File: src/rtl/ivec_pkg.sv
package ivec_pkg;
  localparam int NSRC   = 6;
  localparam int CODE_W = 3;
  localparam int VEC_W  = 8;
  localparam int IDX_W  = $clog2(NSRC);

  typedef struct packed {
    logic stat_hi;
    logic mie;
    logic dlc;
    logic no_vec;
    logic inc_stat;
  } mic_t;

  localparam logic [CODE_W-1:0] CODE_IDLE = 3'd3;

  function automatic logic [CODE_W-1:0] src_code(input logic [IDX_W-1:0] idx,
                                                 input logic [1:0] spec);
    case (idx)
      3'd5:    src_code = spec[1] ? 3'd7 : 3'd6;
      3'd4:    src_code = 3'd4;
      3'd3:    src_code = 3'd5;
      3'd2:    src_code = spec[0] ? 3'd3 : 3'd2;
      3'd1:    src_code = 3'd0;
      default: src_code = 3'd1;
    endcase
  endfunction
endpackage

File: src/rtl/ivec_prio.sv
module ivec_prio
  import ivec_pkg::*;
(
  input  logic [NSRC-1:0]   pend_i,
  input  logic [NSRC-1:0]   ius_i,
  input  logic [1:0]        spec_i,
  output logic [NSRC-1:0]   win_oh_o,
  output logic              win_vld_o,
  output logic [CODE_W-1:0] code_o
);
  logic [NSRC-1:0]  elig;
  logic [NSRC-1:0]  req;
  logic [IDX_W-1:0] win_idx;

  // a level in service blocks itself and everything below it
  for (genvar g = 0; g < NSRC; g++) begin : g_elig
    assign elig[g] = ~|ius_i[NSRC-1:g];
  end

  assign req = pend_i & elig;

  always_comb begin
    win_oh_o  = '0;
    win_vld_o = 1'b0;
    win_idx   = '0;
    for (int i = NSRC - 1; i >= 0; i--) begin
      if (req[i] && !win_vld_o) begin
        win_vld_o   = 1'b1;
        win_oh_o[i] = 1'b1;
        win_idx     = IDX_W'(i);
      end
    end
  end

  assign code_o = win_vld_o ? src_code(win_idx, spec_i) : CODE_IDLE;
endmodule

File: src/rtl/ivec_ius.sv
module ivec_ius
  import ivec_pkg::*;
(
  input  logic            clk_i,
  input  logic            rst_ni,
  input  logic            take_i,
  input  logic            clr_i,
  input  logic [NSRC-1:0] win_oh_i,
  output logic [NSRC-1:0] ius_o
);
  logic [NSRC-1:0] ius_q;
  logic [NSRC-1:0] top_oh;

  always_comb begin
    top_oh = '0;
    for (int i = NSRC - 1; i >= 0; i--) begin
      if (ius_q[i] && (top_oh == '0)) top_oh[i] = 1'b1;
    end
  end

  always_ff @(posedge clk_i or negedge rst_ni) begin
    if (!rst_ni) ius_q <= '0;
    else ius_q <= (ius_q & ~(clr_i ? top_oh : '0)) | (take_i ? win_oh_i : '0);
  end

  assign ius_o = ius_q;

  p_ius_set_r7: assert property (@(posedge clk_i) disable iff (!rst_ni)
    take_i |=> |(ius_q & $past(win_oh_i)));

  p_ius_clr_r8: assert property (@(posedge clk_i) disable iff (!rst_ni)
    (clr_i && !take_i && |ius_q) |=> ($countones(ius_q) == $countones($past(ius_q)) - 1));

  p_ius_hold_r8: assert property (@(posedge clk_i) disable iff (!rst_ni)
    (!clr_i && !take_i) |=> $stable(ius_q));
endmodule

File: src/rtl/ivec_fmt.sv
module ivec_fmt
  import ivec_pkg::*;
(
  input  logic [VEC_W-1:0]  base_i,
  input  logic [CODE_W-1:0] code_i,
  input  logic              stat_hi_i,
  output logic [VEC_W-1:0]  vec_o
);
  always_comb begin
    vec_o = base_i;
    if (stat_hi_i) begin
      for (int b = 0; b < CODE_W; b++) vec_o[6-b] = code_i[b]; // reversed order
    end else begin
      vec_o[3:1] = code_i;
    end
  end
endmodule

File: src/rtl/ivec_enc.sv
module ivec_enc
  import ivec_pkg::*;
(
  input  logic             clk_i,
  input  logic             rst_ni,
  input  logic [NSRC-1:0]  src_pend_i,
  input  logic [1:0]       spec_rx_i,
  input  logic [VEC_W-1:0] base_vec_i,
  input  logic [4:0]       mic_i,
  input  logic             ien_i,
  input  logic             ack_i,
  input  logic             clr_ius_i,
  input  logic             rd_ch_b_i,
  output logic             irq_o,
  output logic             ieo_o,
  output logic             vec_drv_o,
  output logic [VEC_W-1:0] ack_vec_o,
  output logic [VEC_W-1:0] rr2_o,
  output logic [VEC_W-1:0] rr3_o
);
  mic_t              mic;
  logic [NSRC-1:0]   ius;
  logic [NSRC-1:0]   win_oh;
  logic              win_vld;
  logic [CODE_W-1:0] code;
  logic [VEC_W-1:0]  mod_vec;
  logic              take;

  assign mic = mic_t'(mic_i);

  ivec_prio i_prio (
    .pend_i   (src_pend_i),
    .ius_i    (ius),
    .spec_i   (spec_rx_i),
    .win_oh_o (win_oh),
    .win_vld_o(win_vld),
    .code_o   (code)
  );

  ivec_ius i_ius (
    .clk_i   (clk_i),
    .rst_ni  (rst_ni),
    .take_i  (take),
    .clr_i   (clr_ius_i),
    .win_oh_i(win_oh),
    .ius_o   (ius)
  );

  ivec_fmt i_fmt (
    .base_i   (base_vec_i),
    .code_i   (code),
    .stat_hi_i(mic.stat_hi),
    .vec_o    (mod_vec)
  );

  assign irq_o     = mic.mie & ien_i & win_vld;
  assign take      = ack_i & irq_o;
  assign ieo_o     = ien_i & ~mic.dlc & ~|ius & ~irq_o;
  assign vec_drv_o = take & ~mic.no_vec;
  assign ack_vec_o = vec_drv_o ? (mic.inc_stat ? mod_vec : base_vec_i) : '0;
  assign rr2_o     = rd_ch_b_i ? mod_vec : base_vec_i;
  assign rr3_o     = rd_ch_b_i ? '0 : {{(VEC_W-NSRC){1'b0}}, src_pend_i};

  p_irq_win_r1: assert property (@(posedge clk_i) disable iff (!rst_ni)
    irq_o |-> |(src_pend_i & win_oh));

  p_idle_code_r3: assert property (@(posedge clk_i) disable iff (!rst_ni)
    (!irq_o && ien_i && mic.mie && rd_ch_b_i && !mic.stat_hi) |-> (rr2_o[3:1] == CODE_IDLE));

  p_chan_a_r4: assert property (@(posedge clk_i) disable iff (!rst_ni)
    !rd_ch_b_i |-> (rr2_o == base_vec_i));

  p_chain_r11: assert property (@(posedge clk_i) disable iff (!rst_ni)
    irq_o |-> !ieo_o);

  p_no_vec_r9: assert property (@(posedge clk_i) disable iff (!rst_ni)
    mic.no_vec |-> !vec_drv_o);
endmodule

File: config.mk
export PLATFORM = sky130hd
export DESIGN_NAME = ivec_enc
export DESIGN_NICKNAME = d
export VERILOG_FILES = /design/src/rtl/ivec_pkg.sv /design/src/rtl/ivec_prio.sv /design/src/rtl/ivec_ius.sv /design/src/rtl/ivec_fmt.sv /design/src/rtl/ivec_enc.sv
export SDC_FILE = /design/constraint.sdc
export NUM_CORES = 1
export LEC_CHECK = 0
export BUFFER_PORTS_ARGS = -buffer_cell sky130_fd_sc_hd__buf_2
export CAP_MARGIN = 20
export CORE_AREA = 2 2 47 54
export DETAILED_ROUTE_END_ITERATION = 8
export DIE_AREA = 0 0 49 56
export PLACE_DENSITY_LB_ADDON = 0.2
export SYNTH_ARGS = -nofsm -noshare
export SYNTH_HDL_FRONTEND = slang
export SYNTH_SLANG_ARGS = --single-unit
File: constraint.sdc
create_clock -name clk_i -period 1.4 [get_ports clk_i]
set_input_delay 0.07 -clock clk_i [delete_from_list [all_inputs] [get_ports clk_i]]
set_output_delay 0.07 -clock clk_i [all_outputs]
set_load 0.05 [all_outputs]
Word level (Yosys, flattened, before mapping)
Cells that the tools add are included.
{ "word_totals": {"ff_bits": 6, "latch_bits": 0, "ram_bits": 0, "mem_bits_ro": 0, "inputBits": 27, "output_inout_bits": 27, "n_memories": 0} }
{ "op_classes": {"n_addsub": 0, "multipliers": 0, "n_div": 0, "magnitude_cmp": 0, "n_eq_ne": 5, "shift": 0, "muxes": 35, "bitwise": 15, "n_reduce_logical": 30} }
{ "ops": {"columns": ["cell", "count"], "rows": [
  ["2-to-1 mux 3 bit", 9],
  ["2-to-1 mux 1 bit", 19],
  ["2-to-1 mux 6 bit", 3],
  ["one-hot mux 3 bit (5 select lines)", 1],
  ["2-to-1 mux 7 bit", 2],
  ["AND 6 bit", 2],
  ["logical NOT 1 bit", 11],
  ["logical AND 1 bit", 10],
  ["2-to-1 mux 8 bit", 1],
  ["AND 1 bit", 7],
  ["equality test 3 x 2 -> 1 bit (second input constant)", 2],
  ["equality test 3 bit (second input constant)", 2],
  ["inverter 6 bit", 1],
  ["bitwise OR 6 bit", 1],
  ["OR reduction 6 bit", 1],
  ["logical NOT 5 bit", 1],
  ["OR reduction 5 bit", 1],
  ["logical NOT 4 bit", 1],
  ["inverter 1 bit", 4],
  ["OR reduction 4 bit", 1],
  ["equality test 3 x 1 -> 1 bit (second input constant)", 1],
  ["logical NOT 3 bit", 1],
  ["OR reduction 3 bit", 1],
  ["logical NOT 2 bit", 1],
  ["OR reduction 2 bit", 1]
]} }

Longest topological paths before layout
{ "depth": {"depth_word": 25, "mapped_depth": 5, "depth_no_buf": 4} }

Hierarchy
From an unflattened synthesis, not the netlist that was laid out.
{ "hier_totals": {"cells_unflattened": 105, "hier_area_um2": 932.1} }
{ "by_module_without_submodules": {"columns": ["module", "n_inst", "cells_per_inst", "area_each_um2", "seq_area_each_um2"], "rows": [
  ["ivec_enc", 1, 46, 372.9, 0.0],
  ["ivec_ius", 1, 23, 252.7, 150.1],
  ["ivec_prio", 1, 27, 190.2, 0.0],
  ["ivec_fmt", 1, 9, 116.4, 0.0]
]} }

Least setup slack after synthesis
OpenSTA, ideal clock, no wires.
{ "synth_path": {"kind": "register to output", "start": "register i_ius.ius_q[5] (netlist: i_ius.ius_o[5])", "end": "output ack_vec_o[1]", "t_arrival_ns": 2.466, "required_ns": 1.330, "slack_ns": -1.136, "path_stages_with_launch": 6, "n_path_buf": 1, "cell_sequence": "dfrtp_1 > buf_6 > nor4_4 > nor3b_2 > a22oi_2 > a211oi_1"} }
{ "synth_via": {"elab_chain_len": 24, "word_cells_on_any_way": 47, "cone_classes": "eq/ne: 5; mux: 17; bitwise: 4; reduce/logical: 21"} }
{ "synth_lines": {"columns": ["item", "line", "rtl"], "rows": [
  ["start: declaration", "ivec_ius.sv:11", "logic [NSRC-1:0] ius_q;"],
  ["start signal: assignment", "ivec_ius.sv:23", "else ius_q <= (ius_q & ~(clr_i ? top_oh : '0)) | (take_i ? win_oh_i : '0);"],
  ["logical NOT 1 bit", "ivec_prio.sv:17", "assign elig[g] = ~|ius_i[NSRC-1:g];"],
  ["AND 6 bit (*)", "ivec_prio.sv:20", "assign req = pend_i & elig;"],
  ["2-to-1 mux 1 bit", "ivec_prio.sv:27", "if (req[i] && !win_vld_o) begin"],
  ["logical NOT 1 bit", "ivec_prio.sv:27", null],
  ["logical AND 1 bit", "ivec_prio.sv:27", null],
  ["2-to-1 mux 1 bit", "ivec_prio.sv:27", null],
  ["logical NOT 1 bit", "ivec_prio.sv:27", null],
  ["logical AND 1 bit", "ivec_prio.sv:27", null],
  ["[... 8 more ...]", null, null],
  ["logical AND 1 bit", "ivec_prio.sv:27", null],
  ["2-to-1 mux 3 bit", "ivec_prio.sv:27", null],
  ["equality test 3 x 1 -> 1 bit (tied with other cells)", "ivec_pkg.sv:19", "case (idx)"],
  ["one-hot mux 3 bit (5 select lines)", "ivec_pkg.sv:19", null],
  ["2-to-1 mux 3 bit", "ivec_prio.sv:35", "assign code_o = win_vld_o ? src_code(win_idx, spec_i) : CODE_IDLE;"],
  ["2-to-1 mux 3 bit", "ivec_fmt.sv:11", "if (stat_hi_i) begin"],
  ["2-to-1 mux 7 bit", "ivec_enc.sv:60", "assign ack_vec_o = vec_drv_o ? (mic.inc_stat ? mod_vec : base_vec_i) : '0;"],
  ["2-to-1 mux 8 bit (*)", "ivec_enc.sv:60", null],
  ["end: declaration", "ivec_enc.sv:17", "output logic [VEC_W-1:0] ack_vec_o,"]
]} }
Every way passes the cells marked *; elsewhere a longest branch is shown, timed or not.

Final worst setup path
{ "layout_path": {"start": "register i_ius.ius_q[5] (netlist: i_ius.ius_o[5])", "end": "output ack_vec_o[2]"} }
Same word-level chain as after synthesis.

==> results.yml <==
outcome:
  status: "complete, but fails checks"
  violations: "setup timing"
pwr:
  leakagePower_nw: 0.793
  ir_drop_mv: 0.926
  power.density_nw_per_um2: 859
  p_total_mw: 1.48
floorplanning:
  boundaryPins: 54
  die_area_sq_um: 2740
  core-area_sq_um: 2180
  die_w_um: 49
  die_y_um: 56
  initial_core_util_pct: 35.7
  fp-row-count: 18
final_layout:
  ff_latch_area_sq_um: 150
  drive_gt1_share_pct: 67.4
  area_growth_pct: 120
  fillers: 148
  largest_reg_flops: 6
  layout.nets: 219
  diodes: 0
  multi_input_area_sq_um: 798
worst_setup_path:
  crit_path_max_fanout: 5
  r2r_cells: 6
  crit_slowest_cell: "dfrtp_1"
  path_depth: 5
  critPathKind: "reg -> out"
  critPathRequiredTime_ps: 1330
  end_kind: "output port"
  cp_top_family: "simple AND/OR/NAND/NOR gates"
  crit_arrival_ps: 2000
  path_buf_inv: 1
  start_kind: "flop"
  cp_cell_sequence: "nor4_4 -> nor3b_4 -> a22oi_2 -> a211oi_4 -> buf_6"
  cpPeakStageDelay_ps: 410
sta:
  max_slew_margin_pct: 57.5
  fin_crit_sh_pct: 148
  rsz0062_at_grt: "yes"
  setup_viol: 21
  report.final.hold_viol_count: 0
  maxSlewViolCount: 0
  fin_ws_ps: -675
  fin_crit_ps: 2070
  skew_ps: 1.86
  hold_ws_ps: 72.5
  final.setup.tns_ps: -10530
  max_freq_mhz: 482
  tightest_slew_ps: 638
yosys:
  ys_ff_latch: 6
  yosys_warnings: 0
  yosysMostFrequentCell: "nor2_1"
  ys_types: 40
  avgSynthCellArea_sq_um: 7.44
  synth_commonest_cells: "nor2_1, nor2b_1, a21oi_1, inv_1, o21ai_0"
  synth_top_area_share_pct: 19.2
  ys.flop_type: "dfrtp_1"
  syn-cell-area_sq_um: 781
  synth_edf_count: 0
  yosys-top-cells-area: "dfrtp_1, nor2_1, nor2b_1"
  synth-async-reset-ratio_pct: 100
  netlist_instances: 105
  synth_top_area_cell: "dfrtp_1"
  synth_seq_area_share_pct: 19.2
global_routing:
  grt_remaining_overflow: 0
  grt_pass1_vias: 1171
  grt_pass1_wl_um: 5050
  antenna_found_initial: 0
  grt_usage_pct: 23.1
  grt_max_degree: 11
detailed_routing:
  post_drt_wl_per_cell_um: 15.5
  ant_nets: 0
  route.vias.total: 1163
  drtPass1Iterations: 4
  drc: 0
  routed_via_density: 5.29
  drt_iter0_markers: 17
  drt-total-wl_um: 3410
place:
  place_hpwl_um: 2350
  pre_cts_slack_ps: -513
  gp_congestion: 0.857
  port_buffers: 51
clocking:
  htree_levels: 1
  path_clk_slew_ps: 40
  cts_sinks: 6
  cts_buffers: 3
  clockBufferDepth: 2
  cts_root_buffer: "clkbuf_4"
  cts_tree: "done"
  clk_latency_ps: 240
job:
  maxCapViolCount: 0
hold_path:
  min_path_cells: 2
  hold_path.class: "in -> reg"
-- cells by family (layout without fill, tap and decap cells) --
group | after synthesis | after routing | share of synthesized area, %
buffers and inverters | 15 | 98 | 10.4
other | 1 | 2 | 0.480
flip-flops | 6 | 6 | 19.2
multiplexers | 3 | 3 | 4.01
AND/OR/NAND/NOR | 47 | 47 | 34.6
AO/OA/AOI/OAI | 33 | 34 | 31.3
-- per-layer routing --
layer | GRT usage, % | part of all wire [%] | wire length (um)
met5 | 0 | 0 | 0
met4 | 4.90 | 4.2 | 142
met3 | 4.30 | 5.8 | 197
met2 | 44.4 | 52 | 1760
met1 | 25.9 | 38 | 1300
-- final timing paths --
kind                                start             end  slack, ps
setup / recovery           i_ius.ius_o[5]    ack_vec_o[2]       -670
hold / removal                  clr_ius_i  i_ius.ius_o[2]         70
setup reg to reg           i_ius.ius_o[3]  i_ius.ius_o[1]       -290
hold reg to reg            i_ius.ius_o[0]  i_ius.ius_o[0]        590
max in group asynchronous          rst_ni  i_ius.ius_o[1]       1080
min in group asynchronous          rst_ni  i_ius.ius_o[4]        180
-- what timing repair did --
| item | in CTS | in global routing |
|---|---|---|
| resized for setup | 46 | 8 |
| gates cloned | 1 | 0 |
| endpoints found under the hold margin | 6 | 0 |
| endpoints found under the setup margin | 21 | 22 |
| hold buffers | 1 | 0 |
| setup buffers | 5 | 2 |
| pin swaps | 10 | 7 |
-- cell usage in the layout, fill, tap and decap left out, types with 3 or more instances in the layout --
cell type,Yosys,final
nand3_1,3,3
buf_4,4,29
buf_2,1,34
clkbuf_4,0,4
dfrtp_1,6,6
o21ai_0,7,3
a211oi_4,0,5
a21oi_4,0,5
inv_1,7,7
nor2b_1,8,7
nand2_1,5,5
nor2_2,0,5
nor2_1,18,11
buf_6,1,20
-- layout make-up --
class | count | area share (%)
repair buffers | 88 | 39.9
well taps | 30 | 2.18
flip-flops and latches | 6 | 8.73
inverters | 7 | 1.53
clock buffers | 3 | 1.31
multi-input cells | 86 | 46.4
-- per-stage QoR --
step | utilization, % | area [sq um] | instances
finish | 78.8 | 1720 | 220
global route | 78.8 | 1720 | 220
CTS | 76.3 | 1670 | 218
detailed placement | 65.7 | 1440 | 208
global placement | 65.7 | 1440 | 208
floorplan | - | 955 | 106
-- report_power, final --
group / internal, mW / total [mW] / switching (mW)
combinational: 0.500 / 1.09 / 0.586
sequential: 0.203 / 0.235 / 0.0320
clock: 0.0968 / 0.156 / 0.0594
total: 0.800 / 1.48 / 0.677
Note: power is estimated with default switching activity, not from simulation.
